<file path="src/rtl/bus_arb_pkg.sv">
package bus_arb_pkg;

  // Width of the word-select field taken from address bits [3:2]
  localparam int unsigned WSEL_W = 2;

  // A transfer at the last word of a quad-word closes it
  function automatic logic last_word(input logic [WSEL_W-1:0] wsel);
    return &wsel;
  endfunction

  // A safe point is any idle cycle or any closing word
  function automatic logic is_safe(input logic active, input logic [WSEL_W-1:0] wsel);
    return !active || last_word(wsel);
  endfunction

endpackage

</file>
<file path="src/rtl/bus_arb_safe_pt.sv">
module bus_arb_safe_pt
  import bus_arb_pkg::*;
(
  input  logic              bus_active,
  input  logic [WSEL_W-1:0] addr_word,
  output logic              safe_pt,
  output logic              idle_pt,
  output logic              close_pt
);

  always_comb begin
    idle_pt  = !bus_active;
    close_pt = bus_active && last_word(addr_word);
    safe_pt  = is_safe(bus_active, addr_word);
  end

endmodule

</file>
<file path="src/rtl/bus_arb_prio_pick.sv">
module bus_arb_prio_pick #(
  parameter int unsigned N     = 4,
  parameter int unsigned DEF   = 0,
  parameter int unsigned IDX_W = 2
) (
  input  logic [N-1:0]     req,
  output logic [N-1:0]     pick_oh,
  output logic [IDX_W-1:0] pick_idx,
  output logic             pick_valid
);

  // higher[i]: some master with a lower index is requesting
  logic [N-1:0] higher;

  assign higher[0] = 1'b0;

  genvar gi;
  generate
    for (gi = 1; gi < N; gi++) begin : g_chain
      assign higher[gi] = higher[gi-1] | req[gi-1];
    end
  endgenerate

  logic [N-1:0] win;
  assign win        = req & ~higher;
  assign pick_valid = |req;

  // one-hot of the winner, or of the default master when nobody asks
  always_comb begin
    pick_oh = '0;
    if (pick_valid) pick_oh = win;
    else            pick_oh[DEF] = 1'b1;
  end

  // index found independently of the one-hot vector
  always_comb begin
    pick_idx = IDX_W'(DEF);
    for (int i = N - 1; i >= 0; i--) begin
      if (req[i]) pick_idx = IDX_W'(i);
    end
  end

endmodule

</file>
<file path="src/rtl/bus_arb_grant_reg.sv">
module bus_arb_grant_reg #(
  parameter int unsigned N     = 4,
  parameter int unsigned DEF   = 0,
  parameter int unsigned IDX_W = 2
) (
  input  logic             clk,
  input  logic             rst_n,
  input  logic             load,
  input  logic [N-1:0]     next_oh,
  input  logic [IDX_W-1:0] next_idx,
  output logic [N-1:0]     gnt_q,
  output logic [IDX_W-1:0] owner_q
);

  localparam logic [N-1:0] DEF_OH = N'(1) << DEF;

  always_ff @(posedge clk or negedge rst_n) begin
    if (!rst_n) begin
      gnt_q   <= DEF_OH;
      owner_q <= IDX_W'(DEF);
    end else if (load) begin
      gnt_q   <= next_oh;
      owner_q <= next_idx;
    end
  end

endmodule

</file>
<file path="src/rtl/burst_bound_arb.sv">
module burst_bound_arb
  import bus_arb_pkg::*;
#(
  parameter int unsigned N_MASTERS      = 4,
  parameter int unsigned DEFAULT_MASTER = 0,
  localparam int unsigned IDX_W = (N_MASTERS > 1) ? $clog2(N_MASTERS) : 1
) (
  input  logic                 clk,
  input  logic                 rst_n,
  input  logic [N_MASTERS-1:0] req,
  input  logic                 bus_active,
  input  logic [1:0]           addr_word,
  output logic [N_MASTERS-1:0] gnt,
  output logic [IDX_W-1:0]     owner
);

  // named internal events, visible to the checker
  logic                 safe_pt;
  logic                 idle_pt;
  logic                 close_pt;
  logic [N_MASTERS-1:0] pick_oh;
  logic [IDX_W-1:0]     pick_idx;
  logic                 pick_valid;

  bus_arb_safe_pt u_safe (
    .bus_active (bus_active),
    .addr_word  (addr_word),
    .safe_pt    (safe_pt),
    .idle_pt    (idle_pt),
    .close_pt   (close_pt)
  );

  bus_arb_prio_pick #(
    .N     (N_MASTERS),
    .DEF   (DEFAULT_MASTER),
    .IDX_W (IDX_W)
  ) u_pick (
    .req        (req),
    .pick_oh    (pick_oh),
    .pick_idx   (pick_idx),
    .pick_valid (pick_valid)
  );

  bus_arb_grant_reg #(
    .N     (N_MASTERS),
    .DEF   (DEFAULT_MASTER),
    .IDX_W (IDX_W)
  ) u_greg (
    .clk      (clk),
    .rst_n    (rst_n),
    .load     (safe_pt),
    .next_oh  (pick_oh),
    .next_idx (pick_idx),
    .gnt_q    (gnt),
    .owner_q  (owner)
  );

endmodule

</file>
<file path="config.mk">
export PLATFORM = sky130hd
export DESIGN_NAME = burst_bound_arb
export DESIGN_NICKNAME = d
export VERILOG_FILES = /design/src/rtl/bus_arb_pkg.sv /design/src/rtl/bus_arb_safe_pt.sv /design/src/rtl/bus_arb_prio_pick.sv /design/src/rtl/bus_arb_grant_reg.sv /design/src/rtl/burst_bound_arb.sv
export SDC_FILE = /design/constraint.sdc
export NUM_CORES = 1
export LEC_CHECK = 0
export BUFFER_PORTS_ARGS = -buffer_cell sky130_fd_sc_hd__buf_4
export CORE_AREA = 5 5 42 44
export DETAILED_ROUTE_END_ITERATION = 10
export DIE_AREA = 0 0 47 49
export GPL_TIMING_DRIVEN = 0
export SLEW_MARGIN = 20
export SYNTH_ARGS = -nofsm -noshare
export SYNTH_HDL_FRONTEND = slang
export SYNTH_SLANG_ARGS = --single-unit
export TNS_END_PERCENT = 30
</file>
<file path="constraint.sdc">
create_clock -name clk -period 0.8 [get_ports clk]
set_input_delay 0.16 -clock clk [delete_from_list [all_inputs] [get_ports clk]]
set_output_delay 0.16 -clock clk [all_outputs]
set_load 0.05 [all_outputs]
</file>
==> run metrics, run 1 <==
run status complete, but fails checks; failing checks negative setup slack; switching share of power 30.1%; CP max stage delay around 540 ps; #FFs+latches synth 6; fin. max-slew vios 0; slew margin rel. 82.2%; Num CTS Buffers 3; All-Layer GR Usage 7.28%; Die Wd 47 um; largest net degree at the start of global routing 11; Overflow after GRT 0; H-tree depth 1; layout cell share with drive strength beyond 1 47.9%; complex-gate fraction of the synthesized area 24.4%; crit-path cells buf_8; drt first-iter violations 1; Final setup viols 7; first-pass GRT wire length 1140 um; antenna violations before repair 0; CP max-delay cell dfstp_2; Critical R2R Capture u_greg.gnt_q[0]; post-route ant nets 0; Critical Path AT 920 ps; Reg clk slew, reported paths 50 ps; Hold Vio Cnt, Final 0; Min Hold Slack roughly 130 ps; simple-gate share of the synthesized area 16.4%; R2R depth 3; leading post-synthesis cells by cell area dfrtp_1, dfstp_2, nand2_1; area leader, netlist dfrtp_1; post-synthesis sequential area ratio between 50% and 60%; clock root cell clkbuf_4; Buf/Inv on CP 1; Worst EP required approximately 640 ps; antenna diode count 0; logic gate share of total power between 20% and 30%; port bufs 14; Avg Cell Area, Syn ~10 um^2; vias in the first global route around 280; Post-Syn Instances 28; CP Capture Point gnt[0]; Worst Clk Skew 0 ps; Core Region about 1400 um^2; clk buf depth 2; Setup crit end kind output pin; Initial Utilization 20.1%; Reg power frac 38.6%; synthesized area ~280 um^2; DRC 0; Final TNS setup -1040 ps; largest family of logic cells by synthesized area compound AO/OA/AOI/OAI gates; Yosys top cell area share 44.4%; number of core rows 14; period utilization 135%; cell family contributing the most delay on the critical path flip-flops; Hold Path Class in -> reg; Final min period 1080 ps; die area 2300 um^2; routability congestion estimate 0.817; Via Count approximately 270; clk_lat worst skew 240 ps; Fillers between 150 and 200; Worst VDD drop ~0.67 mV; Tightest Pin Transition 264 ps; Max Fanout on Critical Path 2; die height 49 um; CP startpoint u_greg.gnt_q[0]; hold depth 2; R2R Setup Slk -20 ps; Util after Layout 34.1%; CTS tree yes; Pint about 630 uW; WL/cell 10.2 um; total power 904 uW; worst r2r src u_greg.gnt_q[0]; area delta synth->final 69.8%; crit path launch type flip-flop; yosys warns 0; setup ws final -284 ps; Final nets 58; crit path kind reg -> out; TritonRoute pass-1 iters 2; P_leak about 0.00022 uW; Max Cap Viol 0; Sink Count 6; Clk pwr share 33.5%; Critical Path Stages 1; Pwr Density approximately 1900 nW/um^2; RSZ-0062 raised after global routing true; xor and xnor area share after synthesis 0%; number of distinct library cells after synthesis 15; adder-cell share of the synthesized area 0%; synthesized net count 37; post-synthesis mux area share 0%; IO Pins 15; Routed WL 653 um; Psw 272 uW; Avg Vias per Cell 4.19; Fmax 923 MHz
## cells in the mapped netlist (all sizes together)
cell type  count
nand2          6
a21boi         1
dfstp          1
nor3           1
nand2b         1
o41ai          1
nor2           2
buf            1
nand3          1
o21ai          5
dfrtp          5
o31ai          1
a21oi          1
inv            1
## routing by layer
| metal | wire (um) | vias to the layer above | GRT usage [%] |
|---|---|---|---|
| met1 | 297 | 113 | 9.56 |
| met5 | 0 | - | 0 |
| met3 | 100 | 2 | 4.43 |
| li1 | - | 137 | - |
| met2 | 240 | 16 | 8.14 |
| met4 | 15 | 0 | 5.53 |
## flip-flops by register name (all words and copies together) (netlist names)
register        flops
u_greg.owner_q      2
u_greg.gnt_q        4
## what timing repair did
| item | in CTS | in global routing |
|---|---|---|
| pin swaps | 0 | 0 |
| cloned | 0 | 0 |
| hold buffers | 1 | 0 |
| buffers inserted | 0 | 1 |
| setup endpoints to repair | 6 | 6 |
| hold endpoints to repair | 6 | 0 |
| gates resized for setup | 7 | 1 |
## logic make-up after synthesis
kind of cell	after synthesis
and+or+nand+nor	11
DFF	6
AOI/OAI and AO/OA	9
buffers and inverters	2
## layout by cell type, fill, tap and decap left out
master	netlist	routed
buf_4	0	9
a21oi_1	1	1
o21ai_0	4	3
dlygate4sd3_1	0	1
dfstp_2	1	1
clkbuf_1	0	1
o41ai_1	1	1
buf_6	1	6
inv_1	1	1
o21ai_1	0	1
nand3_1	1	1
dfrtp_2	0	1
o31ai_1	1	1
nand2_1	6	6
buf_8	0	1
dfrtp_1	5	4
clkbuf_4	0	3
nor2_1	2	2
nand2b_1	1	1
nor3_1	1	1
a21boi_4	1	1
o21ai_2	1	1
## power by group through the flow
stage                     combinational, uW  sequential (uW)  clock (uW)
after detailed placement                226              349           0
after CTS                               248              350         322
after floorplan                        48.1              431           0
after global routing                    271              351         345
final                                   253              349         302
after global placement                  223              348           0
## stage by stage
step                      setup WS (ps)  std cells  instance area, um^2
after detailed placement          -65.9         58                  408
after global routing               -304         64                  478
after global placement            -54.6         58                  408
final                              -284         64                  478
after floorplan                   -81.4         28                  283
after CTS                          -302         63                  470
## cell type report
type | instances | area (um^2) | share of cell area (%)
clock buffer | 4 | 26.3 | 5.50
timing repair buffer | 16 | 149 | 31.2
tap | 16 | 20.0 | 4.19
sequential | 6 | 153 | 31.9
multi-input combinational | 20 | 115 | 24.1
inverter | 1 | 3.75 | 0.785
buffer | 1 | 11.3 | 2.36
## worst min path at each step
| stage | slack (ps) | to | from |
|---|---|---|---|
| 2_1_floorplan | -140 | u_greg.gnt_q[1] | rst_n |
| 5_1_grt | 130 | u_greg.gnt_q[2] | req[0] |
| 3_3_place_gp | -30 | u_greg.owner_q[1] | rst_n |
| 3_5_place_dp | -30 | u_greg.owner_q[1] | rst_n |
| 6_report | 130 | u_greg.gnt_q[2] | req[0] |
| 4_1_cts | 120 | u_greg.gnt_q[2] | req[0] |
Note: power is estimated with default switching activity, not from simulation.
==> run 2, diff against run 1 <==
--- a/config.mk
+++ b/config.mk
@@ -13,5 +13,6 @@
 export SLEW_MARGIN = 20
 export SYNTH_ARGS = -nofsm -noshare
 export SYNTH_HDL_FRONTEND = slang
+export SYNTH_HIERARCHICAL = 1
 export SYNTH_SLANG_ARGS = --single-unit
 export TNS_END_PERCENT = 30
==> constraint.sdc (replaced) <==
create_clock -name clk -period 1.4 [get_ports clk]
set_input_delay 0.28 -clock clk [delete_from_list [all_inputs] [get_ports clk]]
set_output_delay 0.28 -clock clk [all_outputs]
set_load 0.05 [all_outputs]
==> run metrics, run 2 <==
Via Count 252; drt first-iter violations 11; fin. max-slew vios 0; Overflow after GRT 0; CP max stage delay about 520 ps; slew margin rel. between 80% and 90%; CP Capture Point gnt[0]; Fmax 811 MHz; worst r2r src u_greg/gnt_q[2]; DP Cell Count 54; Final nets 53; Tightest Pin Transition about 180 ps; commonest cells after routing, fill and taps aside buf_4, mux2_4, dfrtp_1, clkbuf_4; Critical R2R Capture u_greg/gnt_q[2]; period utilization approximately nine tenths; largest register by flop count u_greg/gnt_q; Critical Path Stages 1; All-Layer GR Usage 7.43%; Largest regs u_greg/gnt_q x4, u_greg/owner_q x2; synthesized net count 33; commonest non-fill, non-tap cell in the layout buf_4; post-route ant nets 0; Max Cap Viol 0; H-tree depth 1; CTS tree yes; clock root cell clkbuf_4; cell family contributing the most delay on the critical path flip-flops; first-pass GRT wire length 1210 um; number of core rows 14; Hold Path Class in -> async; Post-Syn Instances 24; Final setup viols 0; P_leak 0.000261 uW; synthesized area 323 um^2; yosys warns 6; Setup crit end kind output pin; run status complete, no violations; Max Fanout on Critical Path 2; max FFs per register 4; R2R depth 1; Buf/Inv on CP 1; antenna violations before repair 0; Worst Clk Skew 0 ps; die height roughly 49 um; antenna diode count 0; IO Pins 15; crit path launch type flip-flop; total power between 500 and 600 uW; Critical Path AT approximately 950 ps; Worst VDD drop 0.388 mV; routability congestion estimate 0.707; Die Wd 47 um; Final min period 1230 ps; largest net degree at the start of global routing 7; CP startpoint u_greg/gnt_q[0]; post-cts sizing count 0; Reg clk slew, reported paths roughly 60 ps; vias in the first global route between 200 and 300; DRC 0; Avg Vias per Cell approximately 4.3; clk_lat worst skew 240 ps; CP max-delay cell dfstp_2; Final TNS setup 0 ps; Core Region between 1000 and 1500 um^2; crit-path cells buf_4; port bufs 14; RSZ-0062 raised after global routing false; footprint of the multi-input gates 156 um^2; TritonRoute pass-1 iters 4; Worst EP required 1120 ps; Avg Cell Area, Syn between 10 and 15 um^2; Post-Layout Cell Count 59; Hold Vio Cnt, Final 0; Pwr Density about 1100 nW/um^2; Fillers 152; crit path kind reg -> out; layout cell share with drive strength beyond 1 between 60 and 70%; Routed WL 694 um; Sink Count 6; sequential cell area ~150 um^2; clk buf depth 2; Num CTS Buffers 3; Initial Utilization 23.0%; Post-DP HPWL 525 um; R2R Setup Slk 640 ps; WL/cell 11.8 um; die area about 2300 um^2; area delta synth->final 50.0%
## run 2: layout make-up
class                   instances  share of cell area [%]
multi-input cells              16                    32.3
flip-flops and latches          6                    31.3
repair buffers                 15                    23.8
clock buffers                   4                    5.43
well taps                      16                    4.13
plain buffers                   1                    2.33
inverters                       1                   0.775
## run 2: metrics by stage
step / hold WS, ps / cell area [um^2] / setup WS [ps] / utilization [%]
after floorplan: -15.6 / 323 / 398 / -
after detailed placement: 93.5 / 448 / 274 / 32.0
final: 372 / 484 / 167 / 34.6
after global routing: 381 / 484 / 137 / 34.6
after global placement: 94.9 / 448 / 274 / 32.0
after CTS: 365 / 484 / 155 / 34.6
## run 2: per-layer routing
layer  GRT usage (%)  part of all wire (%)  up-vias
li1                -                     -      119
met1            8.02                    41      125
met2            11.5                    54        8
met3            3.32                   4.9        0
met4            4.15                     0        0
met5               0                     0        -
## run 2: where the power goes
group / leakage [uW] / internal (uW) / switching, uW
clock: 0.0000150 / 109 / 71.7
sequential: 0.0000764 / 190 / 7.82
combinational: 0.000170 / 67.7 / 83.9
## run 2: worst min path at each step
stage	endpoint	slack, ps	depth (start not counted)
6_report	u_greg/gnt_q[2]	370	2
2_1_floorplan	u_greg/gnt_q[1]	-20	0
3_3_place_gp	u_greg/gnt_q[2]	90	1
3_5_place_dp	u_greg/owner_q[1]	90	1
5_1_grt	u_greg/gnt_q[2]	380	2
4_1_cts	u_greg/gnt_q[2]	370	2
## run 2: repair_timing
item | in CTS | in global routing
buffers inserted | 0 | 0
endpoints found under the setup margin | 0 | 0
endpoints found under the hold margin | 5 | 0
hold buffers | 1 | 0
==> run 3, diff against run 2 <==
--- a/config.mk
+++ b/config.mk
@@ -10,6 +10,7 @@
 export DETAILED_ROUTE_END_ITERATION = 10
 export DIE_AREA = 0 0 47 49
 export GPL_TIMING_DRIVEN = 0
+export SETUP_SLACK_MARGIN = 0.2
 export SLEW_MARGIN = 20
 export SYNTH_ARGS = -nofsm -noshare
 export SYNTH_HDL_FRONTEND = slang
==> run metrics, run 3 (synthesis gave the netlist of run 2 again) <==
run status complete, no violations; buffer count from post-CTS setup fixing 0; Initial Utilization 23.0%; crit path kind reg -> out; Max Fanout on Critical Path 2; P_leak roughly 0.00026 uW; max FFs per register 4; worst slack, placed 274 ps; Overflow after GRT 0; clock root cell clkbuf_4; Worst VDD drop between 0.3 and 0.4 mV; cell family contributing the most delay on the critical path flip-flops; Sink Count 6; Fillers 150; clk buf depth 2; Pwr Density 1090 nW/um^2; drt first-iter violations 11; post-route ant nets 0; TritonRoute pass-1 iters 4; number of core rows 14; largest net degree at the start of global routing 7; H-tree depth 1; die height around 49 um; Tightest Pin Transition roughly 180 ps; Final TNS setup 0 ps; Final setup viols 0; Max Cap Viol 0; commonest non-fill, non-tap cell in the layout buf_4; Hold Vio Cnt, Final 0; port bufs 14; IO Pins 15; vias in the first global route between 200 and 300; CTS tree yes; layout cell share with drive strength beyond 1 62.8%; Post-DP HPWL about 520 um; first-pass GRT wire length 1220 um; period utilization around 86%; Final nets 53; WL/cell 11.8 um; antenna violations before repair 0; die area around 2300 um^2; crit-path cells buf_8; routability congestion estimate between 0.7 and 0.8; Worst EP required 1120 ps; commonest cells after routing, fill and taps aside buf_4, mux2_4, dfrtp_1, clkbuf_4; Critical Path AT between 900 and 1000 ps; Die Wd 47 um; Fmax 830 MHz; CP max stage delay 540 ps; Routed WL between 600 and 700 um; RSZ-0062 raised after global routing true; Via Count 252; slew margin rel. between 80% and 90%; DRC 0; CP max-delay cell dfstp_2; All-Layer GR Usage 7.50%; Hold Path Class in -> async; crit path launch type flip-flop; Final min period between 1000 and 1500 ps; largest register by flop count u_greg/gnt_q; Setup crit end kind output pin; Avg Vias per Cell 4.27; antenna diode count 0; fin. max-slew vios 0; Core Region 1400 um^2; Buf/Inv on CP 1; setup ws final 195 ps; Worst Clk Skew 0 ps; Reg clk slew, reported paths 60 ps; area delta synth->final 52.3%; Largest regs u_greg/gnt_q x4, u_greg/owner_q x2; Num CTS Buffers 3; clk_lat worst skew 240 ps
[run 3: area by class of cell]
type                            count  area [um^2]  area share (%)
Buffer                              1         11.3            2.29
Inverter                            1         3.75           0.763
Tap cell                           16         20.0            4.07
Sequential cell                     6          151            30.8
Multi-Input combinational cell     16          156            31.8
Clock buffer                        4         26.3            5.34
Timing Repair Buffer               15          123            24.9
[run 3: per-stage QoR]
step / total power, uW / std cells / hold slack [ps] / area (um^2) / util [%]
after global placement: 350 / 54 / 94.9 / 448 / 32.0
after CTS: 542 / 59 / 365 / 492 / 35.1
after global routing: 562 / 59 / 381 / 492 / 35.1
after floorplan: 296 / 24 / -15.6 / 323 / -
after detailed placement: 351 / 54 / 93.5 / 448 / 32.0
final: 536 / 59 / 372 / 492 / 35.1
[run 3: what timing repair did]
action	in CTS	in global routing
gates resized for setup	2	0
setup endpoints to repair	1	1
hold endpoints to repair	5	0
hold buffers	1	0
[run 3: worst paths after layout]
check	start	end	slack [ps]	cells after the start
setup / recovery	u_greg/gnt_q[0]	gnt[0]	200	1
max in group asynchronous	rst_n	u_greg/gnt_q[0]	810	2
setup reg to reg	u_greg/gnt_q[2]	u_greg/gnt_q[2]	640	1
hold reg to reg	u_greg/owner_q[0]	u_greg/owner_q[0]	510	1
min in group clk	req[0]	u_greg/gnt_q[0]	400	3
hold / removal	rst_n	u_greg/gnt_q[2]	370	2
[run 3: where the power goes]
| group | switching, uW | internal [uW] | leakage, uW |
|---|---|---|---|
| sequential | 9.02 | 190 | 0.0000764 |
| clock | 71.8 | 109 | 0.0000150 |
| combinational | 84.0 | 72.4 | 0.000172 |
| total | 165 | 371 | 0.000264 |
[run 3: routing by layer]
| layer | share of wire, % | wire length (um) | GRT usage (%) | up-vias |
|---|---|---|---|---|
| met4 | 0 | 0 | 4.15 | 0 |
| li1 | - | - | - | 119 |
| met2 | 54 | 373 | 11.5 | 8 |
| met5 | 0 | 0 | 0 | - |
| met1 | 39 | 274 | 7.80 | 125 |
| met3 | 6.8 | 47 | 4.06 | 0 |
